<file path="config.mk">
export PLATFORM = sky130hd
export DESIGN_NAME = smdiv_top
export DESIGN_NICKNAME = d
export VERILOG_FILES = /design/src/rtl/smdiv_pkg.sv /design/src/rtl/smdiv_cneg.sv /design/src/rtl/smdiv_step.sv /design/src/rtl/smdiv_top.sv
export SDC_FILE = /design/constraint.sdc
export NUM_CORES = 1
export LEC_CHECK = 0
export ABC_AREA = 1
export BUFFER_PORTS_ARGS = -buffer_cell sky130_fd_sc_hd__buf_2
export CAP_MARGIN = 10
export CELL_PAD_IN_SITES_DETAIL_PLACEMENT = 1
export CELL_PAD_IN_SITES_GLOBAL_PLACEMENT = 1
export CORE_MARGIN = 2
export CORE_UTILIZATION = 34
export CTS_CLUSTER_DIAMETER = 200
export DETAILED_ROUTE_END_ITERATION = 8
export GPL_TIMING_DRIVEN = 0
export PLACE_DENSITY = 0.73
export SETUP_SLACK_MARGIN = 0.2
export SLEW_MARGIN = 10
export SYNTH_ARGS = -nofsm -noshare
export SYNTH_HDL_FRONTEND = slang
export SYNTH_SLANG_ARGS = --single-unit
</file>
<file path="constraint.sdc">
create_clock -name clk -period 4.6 [get_ports clk]
set_clock_uncertainty 0.05 [all_clocks]
set_input_delay 0.23 -clock clk [delete_from_list [all_inputs] [get_ports clk]]
set_output_delay 0.23 -clock clk [all_outputs]
set_load 0.02 [all_outputs]
</file>
<file path="src/rtl/smdiv_pkg.sv">
package smdiv_pkg;
    typedef enum logic [1:0] {
        ST_IDLE,
        ST_CHECK,
        ST_ITER,
        ST_FIX
    } dstate_t;
endpackage

</file>
<file path="src/rtl/smdiv_cneg.sv">
// Conditional two's-complement: passes the word through or negates it.
module smdiv_cneg #(
    parameter int WD = 8
) (
    input  logic [WD-1:0] val,
    input  logic          neg,
    output logic [WD-1:0] res
);
    always_comb begin
        res = neg ? (~val + WD'(1)) : val;
    end
endmodule

</file>
<file path="src/rtl/smdiv_step.sv">
// One restoring step: shift the partial remainder left, trial-subtract the divisor,
// add it back when the trial goes negative, and shift in the quotient bit.
module smdiv_step #(
    parameter int W = 8
) (
    input  logic [W-1:0] a_in,
    input  logic [W-1:0] q_in,
    input  logic [W-1:0] b,
    output logic [W-1:0] a_out,
    output logic [W-1:0] q_out
);
    logic [W:0] shifted;
    logic [W:0] trial;
    logic [W:0] restored;
    logic       went_neg;

    always_comb begin
        shifted  = {a_in, q_in[W-1]};
        trial    = shifted - {1'b0, b};
        restored = trial + {1'b0, b};
        went_neg = trial[W];
        a_out    = went_neg ? restored[W-1:0] : trial[W-1:0];
        q_out    = {q_in[W-2:0], ~went_neg};
    end
endmodule

</file>
<file path="src/rtl/smdiv_top.sv">
module smdiv_top #(
    parameter int W = 8
) (
    input  logic         clk,
    input  logic         rst_n,
    input  logic         start,
    input  logic [W-1:0] dvd_hi,
    input  logic [W-1:0] dvd_lo,
    input  logic         dvd_neg,
    input  logic [W-1:0] dvs,
    input  logic         dvs_neg,
    output logic         busy,
    output logic         done,
    output logic [W-1:0] quo,
    output logic         quo_neg,
    output logic [W-1:0] rem,
    output logic         rem_neg,
    output logic         ovf,
    output logic         dz
);
    import smdiv_pkg::*;

    localparam int DW = 2 * W;
    localparam int CW = $clog2(W + 1);

    dstate_t        state, nstate;
    logic [W-1:0]   a_r, q_r, b_r;
    logic           qs_r, rs_r;
    logic [CW-1:0]  cnt;
    logic [DW-1:0]  dvd_mag;
    logic [W-1:0]   dvs_mag;
    logic [W-1:0]   step_a, step_q;
    logic [W-1:0]   quo_fix, rem_fix;
    logic           is_zero_div, is_ovf, is_trivial, last_step;

    smdiv_cneg #(.WD(DW)) u_dvd_mag (.val({dvd_hi, dvd_lo}), .neg(dvd_neg), .res(dvd_mag));
    smdiv_cneg #(.WD(W))  u_dvs_mag (.val(dvs), .neg(dvs_neg), .res(dvs_mag));
    smdiv_cneg #(.WD(W))  u_quo_fix (.val(q_r), .neg(qs_r), .res(quo_fix));
    smdiv_cneg #(.WD(W))  u_rem_fix (.val(a_r), .neg(rs_r), .res(rem_fix));

    smdiv_step #(.W(W)) u_step (
        .a_in (a_r),
        .q_in (q_r),
        .b    (b_r),
        .a_out(step_a),
        .q_out(step_q)
    );

    always_comb begin
        is_zero_div = (b_r == '0);
        is_ovf      = (a_r >= b_r);
        is_trivial  = (a_r == '0) && (q_r < b_r);
        last_step   = (cnt == CW'(W - 1));
    end

    // Next-state logic
    always_comb begin
        nstate = state;
        unique case (state)
            ST_IDLE:  if (start) nstate = ST_CHECK;
            ST_CHECK: begin
                if (is_zero_div || is_ovf) nstate = ST_IDLE;
                else if (is_trivial)       nstate = ST_FIX;
                else                       nstate = ST_ITER;
            end
            ST_ITER:  if (last_step) nstate = ST_FIX;
            ST_FIX:   nstate = ST_IDLE;
            default:  nstate = ST_IDLE;
        endcase
    end

    // State register
    always_ff @(posedge clk or negedge rst_n) begin
        if (!rst_n) state <= ST_IDLE;
        else        state <= nstate;
    end

    // Datapath and outputs
    always_ff @(posedge clk or negedge rst_n) begin
        if (!rst_n) begin
            a_r     <= '0;
            q_r     <= '0;
            b_r     <= '0;
            qs_r    <= 1'b0;
            rs_r    <= 1'b0;
            cnt     <= '0;
            quo     <= '0;
            rem     <= '0;
            quo_neg <= 1'b0;
            rem_neg <= 1'b0;
            ovf     <= 1'b0;
            dz      <= 1'b0;
            done    <= 1'b0;
        end else begin
            done <= 1'b0;
            unique case (state)
                ST_IDLE: begin
                    if (start) begin
                        a_r     <= dvd_mag[DW-1:W];
                        q_r     <= dvd_mag[W-1:0];
                        b_r     <= dvs_mag;
                        qs_r    <= dvd_neg ^ dvs_neg;
                        rs_r    <= dvd_neg;
                        cnt     <= '0;
                        quo     <= '0;
                        rem     <= '0;
                        quo_neg <= 1'b0;
                        rem_neg <= 1'b0;
                        ovf     <= 1'b0;
                        dz      <= 1'b0;
                    end
                end
                ST_CHECK: begin
                    if (is_zero_div) begin
                        dz   <= 1'b1;
                        done <= 1'b1;
                    end else if (is_ovf) begin
                        ovf  <= 1'b1;
                        done <= 1'b1;
                    end else if (is_trivial) begin
                        a_r <= q_r;
                        q_r <= '0;
                    end
                end
                ST_ITER: begin
                    a_r <= step_a;
                    q_r <= step_q;
                    cnt <= cnt + CW'(1);
                end
                ST_FIX: begin
                    quo     <= quo_fix;
                    rem     <= rem_fix;
                    quo_neg <= qs_r;
                    rem_neg <= rs_r;
                    done    <= 1'b1;
                end
                default: ;
            endcase
        end
    end

    assign busy = (state != ST_IDLE);
endmodule

</file>
Word-level counts from Yosys, hierarchy flattened
Cells that the tools add are included.
{ "word_totals": {"regBits": 53, "out_inout_bits": 22, "inputBits": 29, "word_cells": 93} }
{ "classes": {"eq_ne": 11, "n_reduce_logical": 17, "addsub": 7, "bitwise": 6, "order_cmp": 2, "n_mux": 36} }
{ "ops": {"columns": ["cell", "n"], "rows": [
  ["$mux 8", 13],
  ["$pmux 8 s3", 2],
  ["$pmux 8 s2", 2],
  ["$add 8x1->8 const B", 3],
  ["$not 8->8", 3],
  ["$add 16x1->16 const B", 1],
  ["$logic_not 8->1", 2],
  ["$mux 16", 1],
  ["$not 16->16", 1],
  ["$ne 2x2->1 const B", 7],
  ["$pmux 1 s2", 5],
  ["$sub 9x8->9", 1],
  ["$add 8x8->8", 1],
  ["$ge 8x8->1", 1],
  ["$lt 8x8->1", 1],
  ["$pmux 2 s4", 1],
  ["$pmux 4 s2", 1],
  ["$reduce_and 2->1", 4],
  ["$reduce_bool 2->1", 4],
  ["$mux 1", 7],
  ["$mux 2", 3],
  ["$reduce_and 5->1", 1],
  ["$add 4x1->4 const B", 1],
  ["$eq 2x2->1 const B", 2],
  ["other kinds (11)", 11]
]} }

Logic depth before layout (Yosys ltp)
{ "logic_depth": {"depth_word": 6, "depth_mapped": 22, "ltp_nobuf": 22} }

Hierarchy
Synthesis repeated with hierarchy kept, for this count alone.
{ "hier_totals": {"cells_unflattened": 746, "hier_area_um2": 5068.6} }
{ "modules_own_cells": {"columns": ["mod", "area_per_inst_um2", "instances", "cells_per_inst"], "rows": [
  ["smdiv_top", 3079.2, 1, 388],
  ["smdiv_step", 928.4, 1, 147],
  ["smdiv_cneg (u_dvs_mag ...)", 195.2, 3, 39],
  ["smdiv_cneg (u_dvd_mag)", 475.5, 1, 94]
]} }

Worst setup path after synthesis
OpenSTA, ideal clock, no wires.
{ "synth_path": {"kind": "reg-to-reg", "start": "reg q_r[7]", "end": "reg a_r[7]", "stages_incl_launch_ff": 23, "path_buffers": 0, "setup_time_ps": 120, "t_arrival_ps": 2750, "required_time_ps": 4430, "path_slack_ps": 1681, "path_cell_list": "dfrtp_1 inv_1 ha_1 fa_1 inv_2 nand3_2 nand2_2 a21oi_1 xor2_1 inv_1 ha_1 nand2_1 inv_1 a21oi_1 nand2_1 nand2_1 nand2_1 nor2_1 nand2_1 nand3_1 nand2_1 nand2_1 a21oi_2"} }
{ "synth_via": {"elab_chain_cells": 4, "elab_cells_between_ends": 11} }
{ "synth_rtl": {"columns": ["element", "line", "text"], "rows": [
  ["start, declared", "smdiv_top.sv:27", "logic [W-1:0] a_r, q_r, b_r;"],
  ["start signal, assigned", "smdiv_top.sv:100", "q_r <= dvd_mag[W-1:0];"],
  ["start signal, assigned", "smdiv_top.sv:127", "q_r <= step_q;"],
  ["$sub 9x8->9 (tied with other cells)", "smdiv_step.sv:19", "trial = shifted - {1'b0, b};"],
  ["$add 8x8->8 (tied with other cells)", "smdiv_step.sv:20", "restored = trial + {1'b0, b};"],
  ["$mux 8 (tied with other cells)", "smdiv_step.sv:22", "a_out = went_neg ? restored[W-1:0] : trial[W-1:0];"],
  ["$pmux 8 s3 / $reduce_and 5->1 (equally long branches)", null, null],
  ["end signal, assigned", "smdiv_top.sv:99", "a_r <= dvd_mag[DW-1:W];"],
  ["end signal, assigned", "smdiv_top.sv:121", "a_r <= q_r;"],
  ["end signal, assigned", "smdiv_top.sv:126", "a_r <= step_a;"],
  ["end, declared", "smdiv_top.sv:27", null]
]} }
Parallel ways exist; a longest one is shown, timed or not. The select of a mux whose other input is x is not followed.
A chain may end at the register's enable or synchronous reset.

Worst setup path in the final report
Same ends and word-level chain as after synthesis.

==> qor.yml <==
outcome: "completed"
slew_headroom_pct: 55.22
slew_viol_final: 0
drt_iter0_markers: 169
hold_slack_ns: 0.1929
rows: 41
dieArea_sq_um: 13860
fin_area_sq_um: 5027
min-delay-path-class: "input port to flip-flop"
diodes: 0
setup_viol: 0
cts-root-buf: "clkbuf_16"
yosysTopAreaCellShare_pct: 30.16
clk_latency_ns: 0.30
floorplan.initialDensity_pct: 34.85
dr.max_layer_used: "met4"
crit_path_end_kind: "flip-flop"
cts.sinks: 53
synthCells: 620
detail_route.wl_per_cell_microns: 15.64
path_class: "flip-flop to flip-flop"
totalNegativeSetupSlack_ns: 0
totalWireLength_microns: 13290
ff2ff_path_depth: 21
vias: 4329
met2_length_microns: 6333
async_flop_share_pct: 100.0
areaGrowthSynthToFinish_pct: 14.31
core_area_sq_um: 12620
tightest_slew_ns: 0.6718
pin_count: 51
ys.warnings.count: 0
via_per_inst: 5.093
synth_commonest_cells: "nand2_1, inv_1, dfrtp_1, a21oi_1, nand3_1"
synth_top_cell_by_area: "dfrtp_1"
grt_pass1_vias: 4400
synth-main-ff-cell: "dfrtp_1"
detail-route-antenna-nets: 0
grt_overflow: 0
cp-start-kind: "flip-flop"
critPathRequiredTime_ns: 4.77
avgSynthCellArea_sq_um: 7.093
filler_cell_count: 1684
wl_met3_microns: 596
arrival_ns: 3.63
drt-met1-wl_microns: 6213
rr_startpoint: "q_r[7]"
die_height_microns: 117.7
place_ws_ns: 1.132
regToRegSetupSlack_ns: 1.14
post_cts_buffers: 0
postPlaceCellArea_sq_um: 4858
nets: 747
port_buffers: 49
synth_area_sq_um: 4398
period_minus_slack_ns: 3.459
crit_fanout: 6
maxCapViolations: 0
crit_path_start: "q_r[7]"
fmax_mhz: 289.1
setup_slack_ns: 1.141
path_clk_slew_ns: 0.07
ys_seq_elements: 53
final_layout_size_suffix_gt1_share_pct: 12.98
synth_most_common_cell: "nand2_1"
endpoint: "a_r[7]"
grtUsageTotal_pct: 19.23
cts_buffer_depth: 2
synth-edff-count: 0
dp_hpwl_microns: 10900
cts_tree: "yes"
synth-seq-area-share_pct: 30.16
hold_viol_final: 0
die_w_microns: 117.7
synth_cell_type_count: 43
first_pass_iters: 4
worst_r2r_endpoint: "a_r[7]"
rsz0062_at_grt: "false"
h-tree-depth: 2
gp_congestion: 0.8990
cts_buffers: 5
grt_pass1_wl_microns: 21820
remaining_drc_errors: 0
synthTopCellsByArea: "dfrtp_1, ha_1, nand2_1, inv_1, a21oi_1"
antenna_found_initial: 0
post-route-period-util_pct: 75.19
synthesis.nets: 690
grt_max_degree: 54
[stage by stage]
step	std cells	util, %
after CTS	849	39.74
after detailed placement	841	38.50
after global placement	841	38.50
after floorplan	620	-
after global routing	850	39.84
final	850	39.84
[how the worst min path moves through the flow]
stage,startpoint,endpoint,slack (ns),cells past startpoint
5_1_grt,dvs[0],b_r[0],0.24,3
3_5_place_dp,cnt[0],cnt[0],0.45,1
6_report,dvs[0],b_r[0],0.19,3
4_1_cts,rst_n,rem_neg,0.17,1
2_1_floorplan,rst_n,async pin,-0.12,0
3_3_place_gp,cnt[1],cnt[1],0.44,2
[cell type report]
cell class,instances,area (sq um),share of cell area [%]
buffer,13,90.09,1.792
sequential,53,1326,26.38
inverter,106,402.9,8.014
clock buffer,6,138.9,2.763
clock inverter,2,17.52,0.3484
timing repair buffer,50,257.7,5.127
tap,172,215.2,4.281
multi-input combinational,448,2579,51.29
[what timing repair did]
action / 4_1_cts / 5_1_grt
hold endpoints to repair: 0 / 43
hold buffers: 0 / 1
resized for setup: 0 / 0
[cells by family after synthesis]
group,Yosys count,synth area share (%)
AND/OR/NAND/NOR,249,24.92
flip-flops,53,30.16
adder cells (fa/ha/maj),41,12.01
XOR/XNOR,17,3.385
AO/OA/AOI/OAI,141,18.32
buffers and inverters,119,11.21
[routing by layer]
layer	track usage (%)	vias to the layer above
met2	33.10	88
met4	3.238	0
met3	1.890	11
met1	26.51	2061
li1	-	2169
met5	0	-
[flip-flops by register name, indices dropped and copies added, names as in the netlist, named ones only]
name,flops
b_r,8
dz,1
q_r,8
ovf,1
rs_r,1
a_r,8
cnt,4
rem_neg,1
quo_neg,1
qs_r,1
done,1
state,1
quo,8
rem,8
[placed cells by master, fill, tap and decap left out, types with 3 or more instances in the layout]
cell type | synthesis | layout
nand3_2 | 3 | 3
nand2_2 | 5 | 5
o32ai_1 | 3 | 3
ha_1 | 39 | 39
a21oi_1 | 44 | 44
nor2_1 | 43 | 43
o31ai_1 | 5 | 5
xnor2_1 | 5 | 5
nor3_1 | 8 | 8
buf_6 | 3 | 3
o22ai_1 | 18 | 18
o21ai_1 | 14 | 14
nand4_1 | 9 | 9
inv_2 | 4 | 4
clkbuf_1 | 6 | 6
a21oi_2 | 3 | 3
buf_2 | 1 | 49
xor2_1 | 12 | 12
inv_1 | 101 | 101
clkbuf_16 | 0 | 5
nand2_1 | 129 | 129
nand3_1 | 44 | 44
dfrtp_1 | 53 | 53
o21ai_2 | 3 | 3
o21ai_0 | 40 | 40
[critical path: stages (launching register included)]
cell	delay, ns
dfrtp_1	0.46
inv_1	0.11
ha_1	0.26
fa_1	0.51
inv_2	0.09
nand3_2	0.06
nand2_2	0.12
a21oi_1	0.08
xor2_1	0.20
inv_1	0.08
ha_1	0.32
nand2_1	0.10
inv_1	0.04
a21oi_1	0.18
nand2_1	0.07
nand2_1	0.05
nand2_1	0.09
o21ai_2	0.14
nand3_1	0.11
nand2_1	0.08
nand2_1	0.06
a21oi_2	0.11
Power is not shown: default switching activity piles up to over one toggle a cycle in this logic, so the estimate is an artifact.
